<file path="src/rtl/mclk_src_pkg.sv">
package mclk_src_pkg;

    // Programmable fields; the first member is the most significant.
    typedef struct packed {
        logic [1:0] wait_sel;
        logic [1:0] mult;
        logic       src_main;
    } mclk_cfg_t;

    localparam int CFG_W = $bits(mclk_cfg_t);

    localparam mclk_cfg_t CFG_RESET = '{wait_sel: 2'b00, mult: 2'b00, src_main: 1'b1};

    function automatic int max_int(input int a, input int b);
        return (a > b) ? a : b;
    endfunction

endpackage

</file>
<file path="src/rtl/mclk_cfg_reg.sv">
module mclk_cfg_reg
    import mclk_src_pkg::*;
#(
    parameter int REG_W = 8
) (
    input  logic             clk,
    input  logic             rst,
    input  logic             wr_en,
    input  logic [REG_W-1:0] wr_data,
    input  logic             main_run,
    output mclk_cfg_t        cfg,
    output logic             start_pll,
    output logic             back_main,
    output logic             tb_cnt_clr,
    output logic             tb_flag_clr,
    output logic [REG_W-1:0] rd_data
);

    mclk_cfg_t wcfg;
    logic      mult_ok;
    logic      unused_hi;

    assign wcfg      = mclk_cfg_t'(wr_data[CFG_W-1:0]);
    assign unused_hi = ^wr_data[REG_W-1:CFG_W];

    assign start_pll = wr_en &  cfg.src_main & ~wcfg.src_main;
    assign back_main = wr_en & ~cfg.src_main &  wcfg.src_main;
    assign mult_ok   = cfg.src_main & main_run;

    always_ff @(posedge clk) begin
        if (rst) begin
            cfg         <= CFG_RESET;
            tb_cnt_clr  <= 1'b0;
            tb_flag_clr <= 1'b0;
        end else begin
            tb_cnt_clr  <= start_pll;
            tb_flag_clr <= start_pll;
            if (wr_en) begin
                cfg.src_main <= wcfg.src_main;
                cfg.wait_sel <= wcfg.wait_sel;
                if (mult_ok) begin
                    cfg.mult <= wcfg.mult;
                end
            end
        end
    end

    always_comb begin
        rd_data            = '0;
        rd_data[CFG_W-1:0] = cfg;
        rd_data[CFG_W]     = main_run;
    end

    assert_clr_after_start_R5: assert property (@(posedge clk) disable iff (rst)
        tb_cnt_clr |-> (!cfg.src_main && tb_flag_clr));

    assert_clr_single_R5: assert property (@(posedge clk) disable iff (rst)
        tb_cnt_clr |=> !tb_cnt_clr);

    assert_mult_lock_R6: assert property (@(posedge clk) disable iff (rst)
        (!cfg.src_main || !main_run) |=> $stable(cfg.mult));

    assert_abort_R7: assert property (@(posedge clk) disable iff (rst)
        back_main |=> main_run);

    assert_no_restart_R8: assert property (@(posedge clk) disable iff (rst)
        (wr_en && !cfg.src_main && !wcfg.src_main) |=> (!tb_cnt_clr && !tb_flag_clr));

endmodule

</file>
<file path="src/rtl/mclk_stab_timer.sv">
module mclk_stab_timer
    import mclk_src_pkg::*;
#(
    parameter int FIX_LOG  = 14,
    parameter int SEL0_LOG = 10,
    parameter int SEL1_LOG = 13,
    parameter int SEL2_LOG = 15,
    parameter int SEL3_LOG = 17,
    parameter int CNT_W    = 18
) (
    input  logic       clk,
    input  logic       rst,
    input  logic       start_pll,
    input  logic       back_main,
    input  logic       sub_mode,
    input  logic [1:0] wait_sel,
    output logic       main_run
);

    localparam logic [CNT_W-1:0] LEN_FIX = CNT_W'(1) << FIX_LOG;
    localparam logic [CNT_W-1:0] LEN_S0  = CNT_W'(1) << SEL0_LOG;
    localparam logic [CNT_W-1:0] LEN_S1  = CNT_W'(1) << SEL1_LOG;
    localparam logic [CNT_W-1:0] LEN_S2  = CNT_W'(1) << SEL2_LOG;
    localparam logic [CNT_W-1:0] LEN_S3  = CNT_W'(1) << SEL3_LOG;

    logic [CNT_W-1:0] cnt;
    logic [CNT_W-1:0] load_len;
    logic             busy;

    always_comb begin
        if (!sub_mode) begin
            load_len = LEN_FIX;
        end else begin
            case (wait_sel)
                2'd0:    load_len = LEN_S0;
                2'd1:    load_len = LEN_S1;
                2'd2:    load_len = LEN_S2;
                default: load_len = LEN_S3;
            endcase
        end
    end

    always_ff @(posedge clk) begin
        if (rst) begin
            busy     <= 1'b0;
            cnt      <= '0;
            main_run <= 1'b1;
        end else if (back_main) begin
            busy     <= 1'b0;
            cnt      <= '0;
            main_run <= 1'b1;
        end else if (start_pll) begin
            busy     <= 1'b1;
            cnt      <= load_len;
        end else if (busy) begin
            if (cnt == CNT_W'(1)) begin
                busy     <= 1'b0;
                main_run <= 1'b0;
            end else begin
                cnt <= cnt - CNT_W'(1);
            end
        end
    end

    assert_fall_at_expiry_R3: assert property (@(posedge clk) disable iff (rst)
        $fell(main_run) |-> ($past(busy) && ($past(cnt) == CNT_W'(1))));

    assert_hold_main_R3: assert property (@(posedge clk) disable iff (rst)
        busy |-> main_run);

    assert_start_loads_R4: assert property (@(posedge clk) disable iff (rst)
        (start_pll && !back_main) |=> (busy && cnt != '0));

endmodule

</file>
<file path="src/rtl/mclk_main_div.sv">
module mclk_main_div (
    input  logic clk,
    input  logic rst,
    input  logic main_run,
    output logic main_ce
);

    logic phase;

    always_ff @(posedge clk) begin
        if (rst) begin
            phase <= 1'b0;
        end else begin
            phase <= ~phase;
        end
    end

    assign main_ce = phase & main_run;

    assert_alternate_R2: assert property (@(posedge clk) disable iff (rst)
        (main_run && $past(main_run) && !$past(rst)) |-> (main_ce != $past(main_ce)));

endmodule

</file>
<file path="src/rtl/mclk_src_ctrl.sv">
module mclk_src_ctrl
    import mclk_src_pkg::*;
#(
    parameter int REG_W    = 8,
    parameter int FIX_LOG  = 14,
    parameter int SEL0_LOG = 10,
    parameter int SEL1_LOG = 13,
    parameter int SEL2_LOG = 15,
    parameter int SEL3_LOG = 17
) (
    input  logic             clk,
    input  logic             rst,
    input  logic             wr_en,
    input  logic [REG_W-1:0] wr_data,
    input  logic             sub_mode,
    output logic [REG_W-1:0] rd_data,
    output logic             pll_sel,
    output logic [1:0]       pll_mult,
    output logic             main_ce,
    output logic             tb_cnt_clr,
    output logic             tb_flag_clr
);

    localparam int MAX_LOG = max_int(max_int(FIX_LOG, SEL0_LOG),
                                     max_int(max_int(SEL1_LOG, SEL2_LOG), SEL3_LOG));
    localparam int CNT_W   = MAX_LOG + 1;

    mclk_cfg_t cfg;
    logic      main_run;
    logic      start_pll;
    logic      back_main;

    mclk_cfg_reg #(
        .REG_W (REG_W)
    ) u_cfg (
        .clk         (clk),
        .rst         (rst),
        .wr_en       (wr_en),
        .wr_data     (wr_data),
        .main_run    (main_run),
        .cfg         (cfg),
        .start_pll   (start_pll),
        .back_main   (back_main),
        .tb_cnt_clr  (tb_cnt_clr),
        .tb_flag_clr (tb_flag_clr),
        .rd_data     (rd_data)
    );

    mclk_stab_timer #(
        .FIX_LOG  (FIX_LOG),
        .SEL0_LOG (SEL0_LOG),
        .SEL1_LOG (SEL1_LOG),
        .SEL2_LOG (SEL2_LOG),
        .SEL3_LOG (SEL3_LOG),
        .CNT_W    (CNT_W)
    ) u_timer (
        .clk       (clk),
        .rst       (rst),
        .start_pll (start_pll),
        .back_main (back_main),
        .sub_mode  (sub_mode),
        .wait_sel  (cfg.wait_sel),
        .main_run  (main_run)
    );

    mclk_main_div u_div (
        .clk      (clk),
        .rst      (rst),
        .main_run (main_run),
        .main_ce  (main_ce)
    );

    assign pll_sel  = ~main_run;
    assign pll_mult = cfg.mult;

    assert_pll_needs_request_R3: assert property (@(posedge clk) disable iff (rst)
        pll_sel |-> !cfg.src_main);

    assert_ce_off_in_pll_R2: assert property (@(posedge clk) disable iff (rst)
        pll_sel |-> !main_ce);

endmodule

</file>
<file path="config.mk">
export PLATFORM = sky130hd
export DESIGN_NAME = mclk_src_ctrl
export DESIGN_NICKNAME = d
export VERILOG_FILES = /design/src/rtl/mclk_src_pkg.sv /design/src/rtl/mclk_cfg_reg.sv /design/src/rtl/mclk_stab_timer.sv /design/src/rtl/mclk_main_div.sv /design/src/rtl/mclk_src_ctrl.sv
export SDC_FILE = /design/constraint.sdc
export NUM_CORES = 1
export LEC_CHECK = 0
export ABC_AREA = 0
export BUFFER_PORTS_ARGS = -buffer_cell sky130_fd_sc_hd__buf_2
export CAP_MARGIN = 15
export CORE_MARGIN = 10
export CORE_UTILIZATION = 44
export CTS_CLUSTER_DIAMETER = 150
export DETAILED_ROUTE_END_ITERATION = 6
export PLACE_DENSITY = 0.65
export SKIP_LAST_GASP = 1
export SYNTH_ARGS = -nofsm -noshare
export SYNTH_HDL_FRONTEND = slang
export SYNTH_HIERARCHICAL = 1
export SYNTH_SLANG_ARGS = --single-unit
</file>
<file path="constraint.sdc">
create_clock -name clk -period 4.9 [get_ports clk]
set_clock_uncertainty 0.2 [all_clocks]
set_input_delay 0.735 -clock clk [delete_from_list [all_inputs] [get_ports clk]]
set_output_delay 0.735 -clock clk [all_outputs]
set_load 0.02 [all_outputs]
</file>
# After elaboration in Yosys (flattened, before gate mapping)
# Cells that the tools add are included.
[word_totals]
ff_bits = 27
output_inout_bits = 14
wordCells = 38
[classes]
add_sub_neg = 1
n_eq_ne = 4
mux = 8
n_bitwise = 11
reduce_logical = 6
[ops]
columns = ["cell", "count"]
rows = [
  ["$mux W18", 4],
  ["$pmux W18 S3", 1],
  ["$eq A18 B1 Y1 const B", 1],
  ["$sub A18 B1 Y18 const B", 1],
  ["$and A1 B1 Y1", 6],
  ["$not A1 Y1", 5],
  ["$reduce_and A2 Y1", 2],
  ["$mux W1", 3],
  ["$reduce_and A3 Y1", 1],
  ["$eq A2 B1 Y1 const B", 1],
  ["$eq A2 B2 Y1 const B", 1],
  ["$logic_not A2 Y1", 1],
  ["$ne A2 B2 Y1 const B", 1],
  ["$reduce_bool A2 Y1", 1],
  ["$reduce_or A2 Y1", 1],
]

# Depth between registers and ports, before layout
[depth]
ltp_word = 4
depth_mapped = 7
depth_no_buf = 7

# By module
# Netlist, hierarchy kept.
[by_module_without_submodules]
columns = ["module", "instances", "cells_each", "area_each_um2", "seq_area_each_um2"]
rows = [
  ["mclk_stab_timer", 1, 130, 1091.0, 400.4],
  ["mclk_cfg_reg", 1, 34, 309.0, 120.1],
  ["mclk_main_div", 1, 3, 30.0, 20.0],
  ["mclk_src_ctrl", 1, 1, 3.8, 0.0],
]

# Least setup slack after synthesis
# OpenSTA, ideal clock, no wires.
[synth_path]
kind = "input to register"
startpoint = "in wr_en"
endpoint = "reg u_timer.cnt[0]"
t_arrival_ps = 1720
required_time_ps = 4572
path_slack_ps = 2853
path_stages = 7
cell_sequence = "nand2_1 > nor2_1 > clkbuf_1 > inv_1 > nand2_1 > clkbuf_1 > nor2_1"
[synth_between]
elab_chain_cells = 4
word_cells_on_any_way = 9
cone_classes = "1 x eq/ne; 1 x mux; 4 x bitwise; 3 x reduce/logical"
[synth_rtl]
columns = ["element", "line", "text"]
rows = [
  ["start, declared", "mclk_src_ctrl.sv:13", "input logic wr_en,"],
  ["$and A1 B1 Y1 (*) (2 in a row)", "mclk_cfg_reg.sv:26", "assign start_pll = wr_en & cfg.src_main & ~wcfg.src_main;"],
  ["named net start_pll", "mclk_src_ctrl.sv:30", "logic start_pll;"],
  ["$ne A2 B2 Y1 (no source line) / $reduce_bool A2 Y1 (equally long branches)", "--", ""],
  ["$reduce_and A2 Y1 (no source line)", "--", ""],
  ["end signal, assigned", "mclk_stab_timer.sv:54", "cnt <= load_len;"],
  ["end signal, assigned", "mclk_stab_timer.sv:60", "cnt <= cnt - CNT_W'(1);"],
  ["end, declared", "mclk_stab_timer.sv:26", "logic [CNT_W-1:0] cnt;"],
]
# The timed path passes the listed nets; every way through them passes the cells marked *.
# A chain may end at the register's enable or synchronous reset.

# Worst setup path after layout
[layout_path]
startpoint = "reg u_timer.cnt[13]"
endpoint = "reg u_timer.cnt[17]"
[layout_between]
elab_chain_cells = 4
word_cells_on_any_way = 7
cone_classes = "1 x add/sub; 2 x eq/ne; 3 x mux; 1 x reduce/logical"
[layout_rtl]
columns = ["element", "line", "text"]
rows = [
  ["$sub A18 B1 Y18", "mclk_stab_timer.sv:60", ""],
  ["$mux W18", "mclk_stab_timer.sv:56", "if (cnt == CNT_W'(1)) begin"],
  ["$mux W18", "mclk_stab_timer.sv:55", "end else if (busy) begin"],
  ["$mux W18", "mclk_stab_timer.sv:52", "end else if (start_pll) begin"],
]
# Several ways; a longest one is shown, not always the timed one. The select of a mux whose other input is x is not followed.

==> flow_summary.toml <==
[power_and_ir_drop]
p_leak_nw = 0.627
total_power_w = 0.000489
power.density_mw_per_mm2 = 317
max-vdd-ir-drop_v = 0.000182

[drt]
wl_mm = 2.96
drtIter0Drc = 89
drc_errors = 0
antenna_left = 0
routedWlPerCell_um = 13.2
detail_route.vias_per_cell = 5.40
via_count = 1214
firstDrtPassIters = 5

[global_routing]
antenna_found_initial = 0
grt_max_degree = 15
overflow = 0
grt_usage_pct = 10.3
grt_pass1_vias = 1156
grt_pass1_wl_mm = 5.12

[sta]
setup_tns_ns = 0
min_period_over_period_pct = 48.1
hold_viol_final = 0
clock.fmax_ghz = 0.424
setup_viol = 0
tightest_slew_ns = 0.619
layout_min_cycle_time_ns = 2.36
relSlewSlack_pct = 58.6
maxSlewViolCount = 0
rsz0062_at_grt = "no"

[synthesis]
ys_seq_elements = 27
synth-edff-count = 0
synth_seq_area_share_pct = 37.7
ys.flop_type = "dfxtp_1"
syn_inst = 168
synthArstFlopShare_pct = 0
yosys_warnings = 6
yosysTopAreaCell = "dfxtp_1"
syn_area_per_cell_um2 = 8.53
synthDistinctLibCells = 41
synthTopCellsByArea = "dfxtp_1 (38%), nor2_1 (6.8%), buf_4 (4.7%), xnor2_1 (3.1%), xor2_1 (3.1%)"
netlist_area_mm2 = 0.00143
synth.top_cell.area_share_pct = 37.7

[finish]
final_cell_mix = "dfxtp_1 (27), nor2_1 (26), buf_2 (20)"
layout_commonest_cell = "dfxtp_1"
drive_gt1_share_pct = 16.6
synthToLayoutAreaGrowth_pct = 7.42
n_antenna_cell = 0
nets = 196
nFillCells = 315

[worst_setup_path]
crit_type = "reg -> reg"
worstSetupStartpointType = "flip-flop"
cp.buffers_inverters = 0
worst-path-max-fanout = 9
worstSetupStartpoint = "u_timer/cnt[13]"
path_cells = "nor4_1, nand4_1, o21a_1, nor3_1, and4b_1"
cp_data_required_time_ns = 4.93
crit_slowest_cell = "nor4_1"
critPathArrivalTime_ns = 2.39
slowest_delay_ns = 0.49
reg2reg_from = "u_timer/cnt[13]"
setup.worst_path.end_class = "flip-flop"
critPathTopFamily = "simple AND/OR/NAND/NOR gates"

[clock_network]
ctsHoldBuffers = 0
ctsResizeCount = 0
clock_path_buffers = 2
cts_sinks = 27
clk_pin_slew_ns = 0.14
post_cts_buffers = 0
clock-root-buffer = "clkbuf_4"
worst_skew_pair.late_latency_ns = 0.32
cts_buffers = 3
cts_tree = "yes"
h-tree-depth = 1

[floorplan]
ioPinCount = 26
dieHeight_um = 77.1
initial_utilization_pct = 46.6
die_area_mm2 = 0.00594
num_rows = 20
die_x_um = 77.1
core_area_mm2 = 0.00308

[min_path]
hold_path_class = "reg -> reg"
hold_start = "u_div/phase"

[placement]
portBuffers = 20
gp_congestion = 0.761
dp_hpwl_mm = 2.32

[outcome]
run_status = "complete, no violations"

[job]
maxCapViolations = 0
cell usage after synthesis, types with 4 or more instances:
library cell  count
xnor2_1           5
nand4_1           5
o2111ai_1         4
nor2_1           26
o21ai_0           4
inv_1             7
mux2i_1           4
a21oi_1           6
nor4_1            4
nand2b_1          6
nor3_1            6
xor2_1            5
buf_4             9
nand2_1          10
dfxtp_1          27
worst reg2reg max path: cells and delay by family (launching register included):
family / cells / cell delay [ns]
simple gates: 4 / 1.27
compound gates: 1 / 0.39
flops: 1 / 0.40
layout make-up:
cell class | instances | area (µm²) | area share, %
Clock buffer | 4 | 26.3 | 1.71
Inverter | 7 | 26.3 | 1.71
Multi-Input combinational cell | 123 | 792 | 51.4
Sequential cell | 27 | 541 | 35.1
Tap cell | 44 | 55.1 | 3.57
Timing Repair Buffer | 20 | 100 | 6.50
registers in the layout (all words and copies together) (netlist names):
| name | cells |
|---|---|
| u_timer/cnt | 18 |
| u_div/phase | 1 |
| u_cfg/cfg | 5 |
| u_cfg/tb_flag_clr | 1 |
| u_timer/main_run | 1 |
| u_timer/busy | 1 |
final timing paths:
kind,end,slack (ns),depth (start not counted)
hold / removal,u_div/phase,0.21,1
setup reg to reg,u_timer/cnt[17],2.54,5
hold reg to reg,u_div/phase,0.21,1
setup / recovery,u_timer/cnt[17],2.54,5
where the power goes:
group / internal (W) / leakage (nW) / switching (W)
combinational: 0.0000595 / 0.391 / 0.0000786
sequential: 0.000236 / 0.221 / 0.0000198
clock: 0.0000319 / 0.0150 / 0.0000626
per-stage QoR:
stage          utilization (%)  instance area, µm²  hold slack [ns]  instances  setup slack [ns]
5_1_grt                   50.0                1540            0.236        225              2.42
6_report                  50.0                1540            0.212        225              2.54
4_1_cts                   50.0                1540            0.217        225              2.58
3_3_place_gp              49.2                1510            0.192        221              2.45
2_1_floorplan                -                1440            0.180        169              2.85
3_5_place_dp              49.2                1510            0.198        221              2.39
layer usage:
metal  up-vias  global-route usage, %  share of wire (%)
met4         0                   2.37               0.71
met5         -                      0                  0
met3         2                   3.50                4.7
met2        21                   17.4                 49
met1       566                   12.1                 46
li1        625                      -                  -
kinds of logic (layout without fill, tap and decap cells):
family | after synthesis | after routing | share of synthesized area (%)
compound gates | 27 | 27 | 13.8
xor+xnor | 10 | 10 | 6.11
fa+ha+maj | 2 | 2 | 1.74
buf+inv | 19 | 31 | 7.33
flops | 27 | 27 | 37.7
mux | 4 | 4 | 2.79
other cells | 1 | 2 | 0.262
simple gates | 78 | 78 | 30.3
(Power assumes the default switching activity.)
